## src/rtl/bitslice_alu.sv

```systemverilog
module bitslice_alu #(
  parameter int W = 32
) (
  input  logic [W-1:0] opnd_a,
  input  logic [W-1:0] opnd_b,
  input  logic [3:0]   ctrl,
  output logic [W-1:0] result,
  output logic         flag_zero,
  output logic         flag_sign,
  output logic         flag_carry,
  output logic         flag_ovf,
  output logic         less_than,
  output logic         equal
);
  localparam logic [3:0] OP_AND = 4'b0000;
  localparam logic [3:0] OP_OR  = 4'b0001;
  localparam logic [3:0] OP_ADD = 4'b0010;
  localparam logic [3:0] OP_SUB = 4'b0110;
  localparam logic [3:0] OP_NOR = 4'b1100;

  logic         inv_a, inv_b;
  logic [1:0]   sel;
  logic [W:0]   cy;
  logic [W-1:0] slice_out;
  logic         known, arith, is_sub;

  assign inv_a = ctrl[3];
  assign inv_b = ctrl[2];
  assign sel   = ctrl[1:0];
  assign cy[0] = inv_b;

  for (genvar i = 0; i < W; i++) begin : g_slice
    logic ai, bi, s_and, s_or, s_sum;
    assign ai    = opnd_a[i] ^ inv_a;
    assign bi    = opnd_b[i] ^ inv_b;
    assign s_and = ai & bi;
    assign s_or  = ai | bi;
    assign s_sum = ai ^ bi ^ cy[i];
    assign cy[i+1] = (ai & bi) | (cy[i] & (ai ^ bi));
    always_comb begin
      case (sel)
        2'd0:    slice_out[i] = s_and;
        2'd1:    slice_out[i] = s_or;
        2'd2:    slice_out[i] = s_sum;
        default: slice_out[i] = 1'b0;
      endcase
    end
  end

  assign known  = (ctrl == OP_AND) || (ctrl == OP_OR) || (ctrl == OP_ADD) ||
                  (ctrl == OP_SUB) || (ctrl == OP_NOR);
  assign arith  = (ctrl == OP_ADD) || (ctrl == OP_SUB);
  assign is_sub = (ctrl == OP_SUB);

  assign result     = known ? slice_out : '0;
  assign flag_zero  = known && (slice_out == '0);
  assign flag_sign  = known && slice_out[W-1];
  assign flag_carry = arith && cy[W];
  assign flag_ovf   = arith && (cy[W] ^ cy[W-1]);
  assign less_than  = is_sub && (slice_out[W-1] ^ cy[W] ^ cy[W-1]);
  assign equal      = is_sub && (slice_out == '0);

  always_comb begin
    if (!known)
      AST_UNDEF_QUIET: assert (result == '0 && !flag_zero && !flag_sign && !flag_carry && !flag_ovf && !less_than && !equal);
    if (known && !arith)
      AST_LOGIC_NO_CARRY: assert (!flag_carry && !flag_ovf);
    if (ctrl == OP_ADD)
      AST_ADD_SUM: assert ({flag_carry, result} == {1'b0, opnd_a} + {1'b0, opnd_b});
    if (is_sub)
      AST_SUB_BORROW: assert (flag_carry == (opnd_a >= opnd_b));
    if (is_sub)
      AST_SUB_EQUAL: assert (equal == (opnd_a == opnd_b));
    if (arith)
      AST_NO_OVERFLOW: assert (!flag_ovf || (opnd_a[W-1] ^ ctrl[2]) == opnd_b[W-1] ^ ctrl[2] ^ (ctrl == OP_SUB));
    AST_ZERO_SIGN: assert (!(flag_zero && flag_sign));
  end
endmodule

```

## config.mk

```make
export PLATFORM = sky130hd
export DESIGN_NAME = bitslice_alu
export DESIGN_NICKNAME = d
export VERILOG_FILES = /design/src/rtl/bitslice_alu.sv
export SDC_FILE = /design/constraint.sdc
export NUM_CORES = 1
export LEC_CHECK = 0
export ABC_AREA = 0
export ABC_CLOCK_PERIOD_IN_PS = 16000
export CORE_UTILIZATION = 52
export DETAILED_ROUTE_END_ITERATION = 10
export DONT_BUFFER_PORTS = 1
export PLACE_DENSITY = 0.67
export SLEW_MARGIN = 20
export SYNTH_ARGS = -nofsm -noshare
export SYNTH_HDL_FRONTEND = slang
export SYNTH_SLANG_ARGS = --single-unit
```

## constraint.sdc

```tcl
create_clock -name vclk -period 16
set_input_delay 0 -clock vclk [all_inputs]
set_output_delay 0 -clock vclk [all_outputs]
set_load 0.03 [all_outputs]
```

==> results.json <==
{
  "io_buffers": 0,
  "critPathLaunchType": "input pin",
  "pwr-share-comb": 1.000,
  "max_freq_mhz": 76.3,
  "fp-row-count": 29,
  "nets": 583,
  "placed_cells": 495,
  "syn_area_per_cell_um2": 7.76,
  "crit_path_max_incr_delay_ps": 470,
  "worstPathMaxFanout": 37,
  "crit_path_frequent_cell": "fa_1",
  "synth_area_leaders": "ha_1, fa_1, xor2_1",
  "clock_buffers": 0,
  "grt_overflow": 0,
  "synthSimpleGateAreaFrac": 0.184,
  "synth_top_cell_by_area": "ha_1",
  "clkPwrFrac": 0,
  "crit_path_end_kind": "output pin",
  "syn-cell-area_um2": 3450,
  "routed_wl_mm": 6.87,
  "synth_top_area_frac": 0.232,
  "tightest_slew_ps": 1080,
  "first_pass_iters": 4,
  "power_density_nw_per_um2": 38.9,
  "fill_cells": 631,
  "min_period_ps": 13100,
  "multi_input_area_um2": 3060,
  "swShare": 0.633,
  "pwr-share-seq": 0,
  "instances_no_fill": 495,
  "diodes": 0,
  "ctsResizeCount": 0,
  "synth_top_family_by_area": "adder cells",
  "ir_worst_vdd_mv": 0.0222,
  "grt_pass1_wl_mm": 11.4,
  "worstPathBufferInverterCount": 3,
  "worstPathArrival_ps": 13100,
  "grt_antenna_before_repair": 0,
  "via_count": 2612,
  "antenna_left": 0,
  "drt_iter0_drc": 118,
  "synth_nets": 608,
  "cp_top_family": "adder cells",
  "die_x_um": 83.5,
  "worstSetupPathType": "in -> out",
  "fin_crit_sh": 0.819,
  "die_area_um2": 6970,
  "core-area_um2": 6390,
  "grt_start_max_net_pins": 90,
  "p_leak_nw": 1.72,
  "synthAdderAreaFrac": 0.412,
  "p_int_mw": 0.0490,
  "outcome": "finished, final reports clean",
  "via_per_inst": 5.28,
  "p_switching_mw": 0.0843,
  "wl_per_cell_um": 13.9,
  "synth_commonest_cells": "inv_1, ha_1, xor2_1",
  "grt_pass1_vias": 2471,
  "yosysMostFrequentCell": "inv_1",
  "layout-drive-gt1-share": 0.00478,
  "cap_violations": 0,
  "slew_viol_final": 0,
  "synthMuxAreaShare": 0.00870,
  "worst_slack_ps": 2900,
  "rsz0062_at_grt": "false",
  "die_h_um": 83.5,
  "ys_types": 25,
  "holdBufCountCts": 0,
  "syn_inst": 445,
  "grt_usage": 0.193,
  "ioPinCount": 106,
  "synth_compound_area_frac": 0.112,
  "dp_hpwl_mm": 5.39,
  "crit_slowest_cell": "fa_1",
  "final-seq-area_um2": 0,
  "slew_headroom": 0.275,
  "cp.required_ps": 16000,
  "synth_warnings": 0,
  "setup_tns_ps": 0,
  "report.final.hold_viol_count": 0,
  "setup_viol": 0,
  "area_delta_synth_final_pct": -0.616,
  "yosysSeqAreaShare": 0,
  "synth_xor_xnor_area_share": 0.170,
  "initial_core_util": 0.541,
  "place_ws_ps": 2880,
  "postCtsSetupBuffers": 0,
  "hp-class": "in -> out",
  "place.gp.congestion": 0.756,
  "nFlopsAndLatches": 0,
  "drc": 0
}
-- stage by stage --
step | hold WS [ps] | power [mW] | area, um2 | util
floorplan | 329 | 0.121 | 3450 | -
global placement | 141 | 0.131 | 3430 | 0.537
detailed placement | 143 | 0.135 | 3430 | 0.537
CTS | 143 | 0.135 | 3430 | 0.537
global route | 143 | 0.154 | 3430 | 0.537
finish | 150 | 0.133 | 3430 | 0.537
-- path summary, 6_finish.rpt --
kind,from,end,slack (ps),cells past startpoint
worst max-delay path,ctrl[3],equal,2900,41
worst min-delay path,ctrl[3],flag_ovf,150,1
-- layout make-up --
class / instances / area share
multi-input cells: 347 / 0.893
inverters: 70 / 0.0766
well taps: 77 / 0.0281
repair buffers: 1 / 0.00219
-- logic make-up after synthesis --
kind of cell | Yosys count
buffers and inverters | 98
multiplexers | 3
AND/OR/NAND/NOR | 119
adder cells (fa/ha/maj) | 95
XOR/XNOR | 67
AO/OA/AOI/OAI | 63
-- cell usage in the layout, fill, tap and decap left out, drive strengths merged, types with 2 or more instances in the layout --
| cell | synthesis | layout |
|---|---|---|
| ha | 64 | 64 |
| and2 | 2 | 2 |
| nor3 | 2 | 2 |
| xor2 | 61 | 61 |
| nand2b | 7 | 7 |
| o21ai | 29 | 29 |
| inv | 70 | 70 |
| nor2 | 39 | 39 |
| nor4b | 2 | 2 |
| nor2b | 54 | 54 |
| a21oi | 6 | 6 |
| o31ai | 25 | 25 |
| fa | 31 | 31 |
| mux2i | 3 | 3 |
| xnor2 | 6 | 6 |
| nand4 | 7 | 7 |
| nand2 | 6 | 6 |
-- routing by layer --
metal	track usage	vias to the layer above	wire [um]
li1	-	1311	-
met2	0.357	72	3420
met5	0	-	0
met3	0.0168	0	371
met4	0.00308	0	0
met1	0.259	1229	3080
-- power by group through the flow --
stage	logic (mW)	clock network (mW)	registers, mW
after floorplan	0.121	0	0
after global placement	0.131	0	0
after detailed placement	0.135	0	0
after CTS	0.135	0	0
after global routing	0.154	0	0
final	0.133	0	0
Note: power is estimated with default switching activity, not from simulation.
